===== src/rtl/intacc_pkg.sv =====
package intacc_pkg;
  localparam int REG_W  = 8;
  localparam int MODE_W = 2;
  localparam int CNT_W  = REG_W - 1;

  // low bits count, top bit held
  function automatic logic [REG_W-1:0] refresh_step(input logic [REG_W-1:0] r);
    logic [CNT_W-1:0] low;
    low = r[CNT_W-1:0] + {{(CNT_W-1){1'b0}}, 1'b1};
    return {r[REG_W-1], low};
  endfunction

  function automatic logic [2*REG_W-1:0] pair_of(input logic [REG_W-1:0] pg,
                                                 input logic [REG_W-1:0] r);
    return {pg, r};
  endfunction
endpackage


===== src/rtl/intacc_enables.sv =====
module intacc_enables (
  input  logic clk,
  input  logic rst_n,
  input  logic restart,
  input  logic en,
  input  logic dis,
  input  logic restore,
  input  logic fetch,
  input  logic halt_req,
  input  logic take_irq,
  input  logic take_nmi,
  output logic iff1,
  output logic iff2,
  output logic ei_shadow,
  output logic halted
);
  logic any_take;
  logic en_wins;
  assign any_take = take_irq | take_nmi;
  assign en_wins  = en & ~dis & ~any_take;

  always_ff @(posedge clk or negedge rst_n) begin
    if (!rst_n) begin
      iff1 <= 1'b0; iff2 <= 1'b0; ei_shadow <= 1'b0; halted <= 1'b0;
    end else if (restart) begin
      iff1 <= 1'b0; iff2 <= 1'b0; ei_shadow <= 1'b0; halted <= 1'b0;
    end else begin
      if (take_irq) begin
        iff1 <= 1'b0; iff2 <= 1'b0;
      end else if (take_nmi) begin
        iff1 <= 1'b0;
      end else if (dis) begin
        iff1 <= 1'b0; iff2 <= 1'b0;
      end else if (en) begin
        iff1 <= 1'b1; iff2 <= 1'b1;
      end else if (restore) begin
        iff1 <= iff2;
      end
      if (en_wins)    ei_shadow <= 1'b1;
      else if (fetch) ei_shadow <= 1'b0;
      if (any_take)      halted <= 1'b0;
      else if (halt_req) halted <= 1'b1;
    end
  end

  AST_DIS_CLEARS: assert property (@(posedge clk) disable iff (!rst_n)
    dis |=> (!iff1 && !iff2));
  AST_EN_SETS: assert property (@(posedge clk) disable iff (!rst_n)
    en_wins && !restart |=> (iff1 && iff2 && ei_shadow));
  AST_TAKE_UNHALTS: assert property (@(posedge clk) disable iff (!rst_n)
    any_take |=> !halted);
endmodule


===== src/rtl/intacc_arbiter.sv =====
module intacc_arbiter (
  input  logic clk,
  input  logic rst_n,
  input  logic restart,
  input  logic boundary,
  input  logic prefix,
  input  logic ei_shadow,
  input  logic iff1,
  input  logic irq,
  input  logic nmi,
  output logic take_irq,
  output logic take_nmi,
  output logic irq_ack,
  output logic nmi_ack
);
  logic nmi_d, nmi_pend, nmi_edge, allowed;

  assign nmi_edge = nmi & ~nmi_d;
  assign allowed  = boundary & ~prefix & ~ei_shadow;
  assign take_nmi = allowed & nmi_pend;
  assign take_irq = allowed & irq & iff1 & ~take_nmi;

  always_ff @(posedge clk or negedge rst_n) begin
    if (!rst_n) begin
      nmi_d <= 1'b0; nmi_pend <= 1'b0; irq_ack <= 1'b0; nmi_ack <= 1'b0;
    end else if (restart) begin
      nmi_d <= nmi; nmi_pend <= 1'b0; irq_ack <= 1'b0; nmi_ack <= 1'b0;
    end else begin
      nmi_d    <= nmi;
      nmi_pend <= take_nmi ? nmi_edge : (nmi_pend | nmi_edge);
      irq_ack  <= take_irq;
      nmi_ack  <= take_nmi;
    end
  end

  AST_ACK_GATED: assert property (@(posedge clk) disable iff (!rst_n)
    (irq_ack || nmi_ack) |-> $past(boundary && !prefix && !ei_shadow));
  AST_IRQ_NEEDS_IFF1: assert property (@(posedge clk) disable iff (!rst_n)
    irq_ack |-> $past(iff1 && irq));
  AST_ACK_EXCLUSIVE: assert property (@(posedge clk) disable iff (!rst_n)
    $onehot0({irq_ack, nmi_ack}));
endmodule


===== src/rtl/intacc_regs.sv =====
module intacc_regs
  import intacc_pkg::*;
(
  input  logic              clk,
  input  logic              rst_n,
  input  logic              restart,
  input  logic              fetch,
  input  logic              page_wr,
  input  logic              refresh_wr,
  input  logic [REG_W-1:0]  wdata,
  input  logic              mode_wr,
  input  logic [MODE_W-1:0] mode_in,
  output logic [REG_W-1:0]  page,
  output logic [REG_W-1:0]  refresh,
  output logic [MODE_W-1:0] mode
);
  always_ff @(posedge clk or negedge rst_n) begin
    if (!rst_n) begin
      page <= '0; refresh <= '0; mode <= '0;
    end else if (restart) begin
      page <= '0; refresh <= '0; mode <= '0;
    end else begin
      if (page_wr)         page    <= wdata;
      if (refresh_wr)      refresh <= wdata;
      else if (fetch)      refresh <= refresh_step(refresh);
      if (mode_wr)         mode    <= mode_in;
    end
  end

  AST_R7_HELD: assert property (@(posedge clk) disable iff (!rst_n)
    (!refresh_wr && !restart) |=> $stable(refresh[REG_W-1]));
endmodule


===== src/rtl/intacc_top.sv =====
module intacc_top
  import intacc_pkg::*;
(
  input  logic              clk,
  input  logic              rst_n,
  input  logic              restart_i,
  input  logic              en_i,
  input  logic              dis_i,
  input  logic              restore_i,
  input  logic              halt_i,
  input  logic              fetch_i,
  input  logic              prefix_i,
  input  logic              boundary_i,
  input  logic              page_wr_i,
  input  logic              refresh_wr_i,
  input  logic [REG_W-1:0]  wdata_i,
  input  logic              mode_wr_i,
  input  logic [MODE_W-1:0] mode_i,
  input  logic              irq_i,
  input  logic              nmi_i,
  output logic              irq_ack_o,
  output logic              nmi_ack_o,
  output logic              iff1_o,
  output logic              iff2_o,
  output logic              ei_shadow_o,
  output logic              halted_o,
  output logic [MODE_W-1:0] mode_o,
  output logic [REG_W-1:0]  page_o,
  output logic [REG_W-1:0]  refresh_o,
  output logic [2*REG_W-1:0] pair_o
);
  logic take_irq_w, take_nmi_w;

  intacc_enables u_en (
    .clk(clk), .rst_n(rst_n), .restart(restart_i), .en(en_i), .dis(dis_i),
    .restore(restore_i), .fetch(fetch_i), .halt_req(halt_i),
    .take_irq(take_irq_w), .take_nmi(take_nmi_w),
    .iff1(iff1_o), .iff2(iff2_o), .ei_shadow(ei_shadow_o), .halted(halted_o)
  );

  intacc_arbiter u_arb (
    .clk(clk), .rst_n(rst_n), .restart(restart_i), .boundary(boundary_i),
    .prefix(prefix_i), .ei_shadow(ei_shadow_o), .iff1(iff1_o),
    .irq(irq_i), .nmi(nmi_i), .take_irq(take_irq_w), .take_nmi(take_nmi_w),
    .irq_ack(irq_ack_o), .nmi_ack(nmi_ack_o)
  );

  intacc_regs u_regs (
    .clk(clk), .rst_n(rst_n), .restart(restart_i), .fetch(fetch_i),
    .page_wr(page_wr_i), .refresh_wr(refresh_wr_i), .wdata(wdata_i),
    .mode_wr(mode_wr_i), .mode_in(mode_i),
    .page(page_o), .refresh(refresh_o), .mode(mode_o)
  );

  assign pair_o = pair_of(page_o, refresh_o);

  AST_NMI_KEEPS_IFF2: assert property (@(posedge clk) disable iff (!rst_n)
    (take_nmi_w && !restart_i) |=> (!iff1_o && iff2_o == $past(iff2_o)));
endmodule


===== config.mk =====
export PLATFORM = sky130hd
export DESIGN_NAME = intacc_top
export DESIGN_NICKNAME = d
export VERILOG_FILES = /design/src/rtl/intacc_pkg.sv /design/src/rtl/intacc_enables.sv /design/src/rtl/intacc_arbiter.sv /design/src/rtl/intacc_regs.sv /design/src/rtl/intacc_top.sv
export SDC_FILE = /design/constraint.sdc
export NUM_CORES = 1
export LEC_CHECK = 0
export BUFFER_PORTS_ARGS = -buffer_cell sky130_fd_sc_hd__buf_2
export CAP_MARGIN = 40
export CORE_ASPECT_RATIO = 1.75
export CORE_UTILIZATION = 30
export CTS_BUF_LIST = sky130_fd_sc_hd__clkbuf_8
export CTS_CLUSTER_SIZE = 8
export DETAILED_ROUTE_END_ITERATION = 10
export GPL_ROUTABILITY_DRIVEN = 0
export PLACE_DENSITY = 0.53
export SETUP_SLACK_MARGIN = 0.5
export SYNTH_ARGS = -nofsm -noshare
export SYNTH_HDL_FRONTEND = slang
export SYNTH_SLANG_ARGS = --single-unit

===== constraint.sdc =====
create_clock -name clk -period 2.5 [get_ports clk]
set_input_delay 0.25 -clock clk [delete_from_list [all_inputs] [get_ports clk]]
set_output_delay 0.25 -clock clk [all_outputs]
set_load 0.01 [all_outputs]

==> results.ini, run 1 <==
[synth]
yosysTopAreaCell = dfrtp_1
ys_types = 30
seq_area_frac_synth = 0.5005
syn_nets = 152
synth-edff-count = 0
synthArstFlopShare = 1.000
netlist.area_leader.share = 0.5005
syn_area_per_cell_sq_um = 10.32
netlist_area_sq_um = 1300
synth_area_leaders = dfrtp_1 (50%), buf_4 (9.2%), mux2i_1 (8.5%)
synth_cells = 126
ys_warn_count = 0
synth_seq_cells = 26
synthFlopType = dfrtp_1

[clocking]
clkTransAtPathRegs_ns = 0.09
clk_latency_ns = 0.26
cts-root-buf = clkbuf_8
h-tree-depth = 1
cts_buffers = 3
cts_tree = built
hold_buffers = 1
cts-resized-gates = 0
cts_sinks = 26
clockBufferDepth = 2
post_cts_buffers = 0

[die]
fp.dieW_microns = 51.76
die-area_sq_um = 4611
num_rows = 31
ioPinCount = 65
die-height_microns = 89.08
core_area_sq_um = 4150
start_util = 0.3132

[critical_path]
r2r-start = u_regs.refresh[0]
start_kind = flop
cp.arrival_ns = 1.69
slowest_delay_ns = 0.47
cp_slowest_cell = dfrtp_1
crit_family = flip-flops
cp.buffers_inverters = 0
worst-path-max-fanout = 5
reg2reg_depth = 4
timing_worst_setup_path_type = flop to flop
endpoint_kind = flop
crit_required_ns = 2.67
rrSetupSlack_ns = 0.98
crit_path_end = u_regs.refresh[6]
worstSetupStartpoint = u_regs.refresh[0]
timing.rr.end = u_regs.refresh[6]
crit_cells = 4
crit_chain = ha_1, nand4_1, or3_1, a311oi_1

[place]
port_buffers = 64
post-place-ws_ns = 0.9810
dpl_cell_area_sq_um = 1529
place_inst = 217
dp_hpwl_mm = 2.307

[finish]
diodes = 0
regArea_sq_um = 650.6
multi_input_area_sq_um = 481.7
drive_above_1_share = 0.4162
fin_cells = 222
fin_area_sq_um = 1594
nets = 200
fillCellCount = 452
area_delta_synth_final_pct = 22.62

[outcome]
outcome = complete, no violations

[sta]
fin_worst_skew_ns = 0.001922
slew_violations = 0
finalHoldViolCount = 0
fmax_ghz = 0.6592
worst_pin_slew_ns = 0.5928
period_needed_ns = 1.517
worst_slack_ns = 0.9830
max_slew_margin = 0.6048
finalCritPeriodShare = 0.6068
setup_viol = 0
setup_tns_ns = 0
rsz0062_at_grt = false

[route]
antenna_left = 0
drc_errors = 0
vias = 1028
vias_per_cell = 4.631
wire_per_inst_microns = 13.10
wl_mm = 2.909
initialDrtViolationCount = 11
dr.pass1.iters = 4

[power]
cellPowerDensity_nw_per_um2 = 554.8
finalPower_w = 0.0008843
ir_drop_mv = 0.3230
p_leak_nw = 0.8793

[global_routing]
overflow = 0
antenna_found_initial = 0
track_usage = 0.1356
grt_pass1_wl_mm = 4.657
grt_max_degree = 27
grt_pass1_vias = 1058

[run]
drv_cap = 0

[worst_hold_path]
hold_class = primary input to flop

==> worst register-to-register path, cell delays in order, from the launching register on <==
cell	delay [ns]
dfrtp_1	0.47
ha_1	0.22
nand4_1	0.11
or3_1	0.36
a311oi_1	0.26
==> logic make-up after synthesis <==
logic type                 Yosys count  share of synthesized area
adders and majority gates            1                   0.009623
muxes                               13                     0.1020
DFF                                 26                     0.5005
xor gates and xnor gates             4                    0.02695
buffers and inverters               26                     0.1290
AOI/OAI and AO/OA                   16                    0.07989
and+or+nand+nor                     40                     0.1521
==> worst min path at each step <==
stage	startpoint	end	cells past startpoint
final	nmi_i	u_arb.nmi_d	1
after global routing	nmi_i	u_arb.nmi_d	1
after CTS	nmi_i	u_arb.nmi_d	1
after detailed placement	rst_n	u_regs.mode[1]	1
after global placement	rst_n	u_regs.mode[1]	1
after floorplan	rst_n	u_arb.irq_ack	0
==> routing by layer <==
layer | GRT usage | wire length [microns]
met1 | 0.1435 | 1051
met2 | 0.2586 | 1679
met3 | 0.02381 | 151
met4 | 0.05160 | 27
met5 | 0 | 0
==> state kept, by name, summed over array words and instances, names as in the netlist <==
| name | cells |
|---|---|
| u_regs.refresh | 8 |
| u_arb.nmi_pend | 1 |
| u_arb.irq_ack | 1 |
| u_regs.mode | 2 |
| u_en.halted | 1 |
| u_arb.nmi_ack | 1 |
| u_en.iff2 | 1 |
| u_arb.nmi_d | 1 |
| u_regs.page | 8 |
| u_en.ei_shadow | 1 |
| u_en.iff1 | 1 |
==> cell usage after synthesis, drive strengths merged, types with 3 or more instances <==
cell type,number
dfrtp,26
nor2,21
buf,19
mux2i,11
nand2,8
a21oi,4
inv,4
o21ai,4
a211oi,3
clkbuf,3
xor2,3
==> through the flow <==
stage	util	hold slack, ns
after floorplan	-	-0.04559
after global placement	0.3684	0.2904
after detailed placement	0.3684	0.2890
after CTS	0.3841	0.09294
after global routing	0.3841	0.09433
final	0.3841	0.09593
==> cells in the final DEF (no fill, tap or decap) <==
master,Yosys,final
nor2b_1,1,1
mux2i_1,11,11
a211oi_1,3,3
nor4_1,1,1
ha_1,1,1
o21ai_0,4,4
clkbuf_8,0,4
inv_1,4,4
a311oi_1,2,2
nand2b_1,1,1
a22oi_1,1,1
o31ai_1,1,1
mux2_2,2,2
nand4_1,1,1
nor2_1,21,21
buf_2,2,64
xor2_1,3,3
or3_1,2,2
or2_1,1,1
nor3_1,1,1
nand2_1,8,8
dfrtp_1,26,26
a21oi_1,4,4
nand4_4,1,1
dlygate4sd3_1,0,1
and4_2,1,1
o32ai_1,1,1
xnor2_1,1,1
or3b_1,1,1
==> where the power goes <==
part | switching, W | internal [W]
Clock | 0.000127 | 0.000141
Combinational | 0.0000828 | 0.0000665
Sequential | 0.0000238 | 0.000444
==> layout make-up <==
type | count | area share
Tap cell | 49 | 0.03846
Inverter | 4 | 0.009419
Clock buffer | 4 | 0.03454
Multi-Input combinational cell | 74 | 0.3022
Timing Repair Buffer | 65 | 0.2072
Sequential cell | 26 | 0.4082
Note: power is estimated with default switching activity, not from simulation.
==> run 2: changes to the inputs <==
--- a/config.mk
+++ b/config.mk
@@ -13,7 +13,7 @@
 export CTS_CLUSTER_SIZE = 8
 export DETAILED_ROUTE_END_ITERATION = 10
 export GPL_ROUTABILITY_DRIVEN = 0
-export PLACE_DENSITY = 0.53
+export PLACE_DENSITY = 0.56
 export SETUP_SLACK_MARGIN = 0.5
 export SYNTH_ARGS = -nofsm -noshare
 export SYNTH_HDL_FRONTEND = slang
==> constraint.sdc (replaced) <==
create_clock -name clk -period 1.3 [get_ports clk]
set_input_delay 0.13 -clock clk [delete_from_list [all_inputs] [get_ports clk]]
set_output_delay 0.13 -clock clk [all_outputs]
set_load 0.01 [all_outputs]
==> run 2 against run 1 <==
The flow now finishes with violations (negative hold slack, negative setup slack). Global-route usage rose by 0.68 points. Sequential share of layout area decreased by 7.6 points. First-iteration DRC count fell by 45%. Maximum frequency rose by 13%. Cell area increased by 24%. Setup slack worse by 1.0 ns. Routed wire length rose by 9.0%. Sequential cell count stayed put. Critical path type unchanged. Largest power group unchanged.
==> results.ini, run 2 (same netlist as run 1, synthesis figures left out) <==
[critical_path]
crit_family = flip-flops
cp_slowest_cell = dfrtp_2
cp.arrival_ns = 1.48
worst-path-max-fanout = 3
timing_worst_setup_path_type = flop to flop
cp.buffers_inverters = 3
slowest_delay_ns = 0.44
crit_chain = ha_4, buf_4, buf_6, buf_6, nand2_2, xor2_1, a211oi_1
endpoint_kind = flop
start_kind = flop
crit_required_ns = 1.44
crit_top_cell = buf_6

[sta]
rsz0062_at_grt = true
finalHoldViolCount = 26
fmax_ghz = 0.7451
setup_viol = 3
worst_pin_slew_ns = 0.6042
max_slew_margin = 0.5972
worst_slack_ns = -0.04209
period_needed_ns = 1.342
finalCritPeriodShare = 1.032
slew_violations = 0
holdWs_ns = -0.1387
fin_worst_skew_ns = 0.003731

[route]
vias_per_cell = 4.654
initialDrtViolationCount = 6
wl_mm = 3.172
wire_per_inst_microns = 13.05
drc_errors = 0
dr.pass1.iters = 3
antenna_left = 0
vias = 1131

[power]
ir_drop_mv = 0.7009
cellPowerDensity_nw_per_um2 = 1008
p_leak_nw = 1.023

[place]
port_buffers = 64
place_inst = 224
dp_hpwl_mm = 2.220
dpl_cell_area_sq_um = 1612
post-place-ws_ns = -0.04148

[run]
drv_cap = 0

[die]
fp.dieW_microns = 51.76
ioPinCount = 65
die-area_sq_um = 4611
num_rows = 31
core_area_sq_um = 4150
die-height_microns = 89.08
start_util = 0.3132

[global_routing]
overflow = 0
grt_pass1_wl_mm = 4.912
antenna_found_initial = 0
grt_max_degree = 27
grt_pass1_vias = 1147
track_usage = 0.1424

[clocking]
clk_latency_ns = 0.27
h-tree-depth = 1
cts_buffers = 3
hold_buffers = 1
clockBufferDepth = 2
cts-root-buf = clkbuf_8
cts_tree = built
cts_sinks = 26
clkTransAtPathRegs_ns = 0.09

[finish]
diodes = 0
final_util = 0.4757
final_cell_mix = buf_2 (55), dfrtp_1 (22), buf_6 (20)
fin_area_sq_um = 1974
drive_above_1_share = 0.5825
top_regs = u_regs.page (8), u_regs.refresh (8), u_regs.mode (2)
layout_commonest_cell = buf_2
area_delta_synth_final_pct = 51.88
nets = 221
fin_cells = 243

[outcome]
outcome = complete, but fails checks
violations = negative hold slack, negative setup slack

[worst_hold_path]
hold_class = primary input to async pin

-- run 2: cell types whose count changed in the layout (fill, tap and decap cells not counted), sizes merged --
cell	delta
clkbuf	-1
bufinv	+1
buf	+21
-- run 2: what timing repair did --
item,4_1_cts,5_1_grt
gates cloned,0,0
resized for setup,16,20
pin swaps,7,8
buffers inserted,8,6
setup endpoints to repair,54,55
hold endpoints to repair,27,26
-- run 2: routing by layer --
layer	GRT usage	share of wire	vias up
met3	0.01531	0.037	4
met4	0.06880	0.014	0
met2	0.2704	0.56	37
li1	-	-	544
met5	0	0	-
met1	0.1513	0.39	546
-- run 2: through the flow --
| stage | power, W | setup TNS, ns |
|---|---|---|
| 6_report | 0.001989 | -0.08161 |
| 5_1_grt | 0.002085 | -0.2794 |
| 4_1_cts | 0.001967 | -0.01441 |
| 3_5_place_dp | 0.001240 | -0.07758 |
| 3_3_place_gp | 0.001233 | 0 |
| 2_1_floorplan | 0.001112 | -0.09344 |
-- run 2: worst register-to-register path: stages, from the launching register on --
cell and delay (ns):
dfrtp_2 0.44, ha_4 0.17, buf_4 0.13, buf_6 0.10
buf_6 0.10, nand2_2 0.05, xor2_1 0.14, a211oi_1 0.08
-- run 2: power by group --
part | switching, W | internal, W
clock network | 0.000250 | 0.000412
logic | 0.000204 | 0.000222
registers | 0.0000455 | 0.000855
total | 0.000500 | 0.00149
-- run 2: path summary, 6_finish.rpt --
path | from | endpoint | slack, ns | cells after the start
worst min-delay path | rst_n | u_regs.page[6] | -0.14 | 1
min in group clk | restart_i | u_regs.mode[1] | 0.10 | 2
worst max-delay path | u_regs.refresh[0] | u_regs.refresh[2] | -0.04 | 7
worst max register to register | u_regs.refresh[0] | u_regs.refresh[2] | -0.04 | 7
worst min register to register | u_regs.mode[1] | u_regs.mode[1] | 0.53 | 2
max in group asynchronous | rst_n | u_regs.refresh[3] | 1.01 | 1
-- run 2: area by class of cell --
| class | instances | area (sq um) |
|---|---|---|
| fill | 391 | 2176 |
| clock buffer | 3 | 41.29 |
| timing repair buffer | 86 | 585.6 |
| sequential | 26 | 655.6 |
| tap | 49 | 61.31 |
| clock inverter | 1 | 30.03 |
| multi-input combinational | 74 | 585.6 |
| inverter | 4 | 15.01 |
==> run 3: changes to the inputs <==
--- a/config.mk
+++ b/config.mk
@@ -13,8 +13,9 @@
 export CTS_CLUSTER_SIZE = 8
 export DETAILED_ROUTE_END_ITERATION = 10
 export GPL_ROUTABILITY_DRIVEN = 0
-export PLACE_DENSITY = 0.56
+export PLACE_DENSITY = 0.55
 export SETUP_SLACK_MARGIN = 0.5
 export SYNTH_ARGS = -nofsm -noshare
 export SYNTH_HDL_FRONTEND = slang
+export SYNTH_HIERARCHICAL = 1
 export SYNTH_SLANG_ARGS = --single-unit
==> run 3 against run 2 <==
Critical path type unchanged. Global-route usage fell by 0.16 points. Maximum frequency fell by 5.6%. Highest routed layer unchanged. The flow still finishes with violations (negative hold slack, negative setup slack). Register-to-register slack got worse by 0.08 ns. Routed wire length rose by 5.5%. Worst hold slack got worse by 0.0079 ns. Largest cell class unchanged.
==> results.ini, run 3 <==
[route]
vias = 1158
antenna_left = 0
vias_per_cell = 4.746
wire_per_inst_microns = 13.72
initialDrtViolationCount = 11
drc_errors = 0
dr.pass1.iters = 4
wl_mm = 3.348

[critical_path]
cp.buffers_inverters = 0
crit_chain = nand3b_1, nor2_4, or4b_1, a21oi_1
cp.arrival_ns = 1.61
crit_family = simple AND/OR/NAND/NOR gates
crit_path_end = u_en/ei_shadow
timing_worst_setup_path_type = flop to flop
cp_slowest_cell = or4b_1
r2r-start = u_en/iff1
reg2reg_depth = 4
endpoint_kind = flop
crit_required_ns = 1.49
crit_cells = 4
timing.rr.end = u_en/ei_shadow
start_kind = flop
worstSetupStartpoint = u_en/iff1
worst-path-max-fanout = 3
slowest_delay_ns = 0.51
rrSetupSlack_ns = -0.12

[sta]
setup_tns_ns = -0.2036
fin_worst_skew_ns = 0.004850
worst_pin_slew_ns = 0.5809
setup_viol = 3
fmax_ghz = 0.7034
period_needed_ns = 1.422
max_slew_margin = 0.6127
slew_violations = 0
finalCritPeriodShare = 1.094
worst_slack_ns = -0.1218
rsz0062_at_grt = true
finalHoldViolCount = 26
holdWs_ns = -0.1465

[synth]
syn_nets = 149
synthArstFlopShare = 1.000
netlist_area_sq_um = 1305
synthFlopType = dfrtp_1
synth_cells = 123
synthMostInstantiatedCell = dfrtp_1
seq_area_frac_synth = 0.4986
netlist.area_leader.share = 0.4986
ys_warn_count = 6
yosysTopAreaCell = dfrtp_1
ys_types = 31
synth-edff-count = 0
synth_common_cells = dfrtp_1 (26), nor2_1 (20), buf_4 (16), mux2i_1 (11), nand2_1 (7)
synth_area_leaders = dfrtp_1 (50%), buf_4 (9.2%), mux2i_1 (8.4%)
syn_area_per_cell_sq_um = 10.61
synth_seq_cells = 26

[clocking]
h-tree-depth = 1
cts_sinks = 26
clkTransAtPathRegs_ns = 0.09
clockBufferDepth = 2
cts-root-buf = clkbuf_8
cts_tree = built
hold_buffers = 1
cts_buffers = 3
clk_latency_ns = 0.27

[power]
p_sw_w = 0.0004950
p_leak_nw = 1.064
p_clk_frac = 0.276
finalPower_w = 0.001863
ir_drop_mv = 0.6503
power_frac_comb = 0.243
sw_frac_of_total = 0.2658
internal-power_w = 0.001368
seqPwrFrac = 0.480
cellPowerDensity_nw_per_um2 = 913.3

[place]
port_buffers = 64
dp_hpwl_mm = 2.325

[finish]
fillCellCount = 405
final_cell_mix = buf_2 (51), buf_6 (27), dfrtp_1 (22)
top_regs = u_regs/page (8), u_regs/refresh (8), u_regs/mode (2)
multi_input_area_sq_um = 619.3
regArea_sq_um = 655.6
diodes = 0
final_util = 0.4914
nets = 222
area_delta_synth_final_pct = 56.28
drive_above_1_share = 0.6103
layout_commonest_cell = buf_2

[outcome]
violations = negative hold slack, negative setup slack
outcome = complete, but fails checks

[die]
start_util = 0.3144
num_rows = 31
fp.dieW_microns = 51.86
core_area_sq_um = 4150
ioPinCount = 65
die-height_microns = 89.25
die-area_sq_um = 4628

[global_routing]
grt_pass1_vias = 1101
antenna_found_initial = 0
track_usage = 0.1408
grt_pass1_wl_mm = 4.774
overflow = 0
grt_max_degree = 27

[run]
drv_cap = 0

[worst_hold_path]
hold_class = primary input to async pin

run 3: layout make-up:
type | count | share of cell area
inverter | 3 | 0.005521
sequential | 26 | 0.3215
clock buffer | 4 | 0.02699
multi-input combinational | 74 | 0.3037
timing repair buffer | 88 | 0.3123
tap | 49 | 0.03006
run 3: cell families after synthesis:
family,synth area share
mux,0.1016
simple gates,0.1774
flops,0.4986
fa+ha+maj,0.009586
compound gates,0.07287
buf+inv,0.1131
xor+xnor,0.02684
run 3: power by group through the flow:
stage,Sequential [W],Clock [W],Combinational [W]
6_report,0.000895,0.000515,0.000453
5_1_grt,0.000902,0.000563,0.000492
4_1_cts,0.000894,0.000538,0.000406
3_5_place_dp,0.000907,0,0.000344
3_3_place_gp,0.000904,0,0.000338
2_1_floorplan,0.000932,0,0.000172
run 3: timing repair:
action / in CTS / in global routing
gates resized for setup: 21 / 22
pin swaps: 5 / 13
hold endpoints to repair: 27 / 26
setup endpoints to repair: 54 / 56
setup buffers: 6 / 7
run 3: worst min path at each step:
stage               slack, ns             end  startpoint  depth (start not counted)
floorplan               -0.17   u_arb/irq_ack       rst_n                          0
global placement         0.16  u_regs/mode[0]       rst_n                          1
detailed placement       0.17  u_regs/mode[1]       rst_n                          1
CTS                     -0.14  u_regs/mode[1]       rst_n                          1
global route            -0.10  u_regs/mode[0]       rst_n                          1
finish                  -0.15  u_regs/mode[1]       rst_n                          1
run 3: per-layer routing:
metal  share of wire  wire length, microns  GRT usage  vias to the layer above
met5               0                     0          0                        -
met4           0.013                    45    0.07617                        0
met3           0.043                   144    0.01701                        4
met2            0.59                  1964     0.2692                       38
met1            0.36                  1193     0.1416                      565
li1                -                     -          -                      551
run 3: through the flow:
| stage | setup WS (ns) | cells | area, sq um |
|---|---|---|---|
| floorplan | -0.01939 | 123 | 1340 |
| global placement | 0.01362 | 226 | 1659 |
| detailed placement | -0.02677 | 226 | 1659 |
| CTS | -0.03400 | 237 | 1874 |
| global route | -0.1522 | 244 | 2039 |
| finish | -0.1218 | 244 | 2039 |
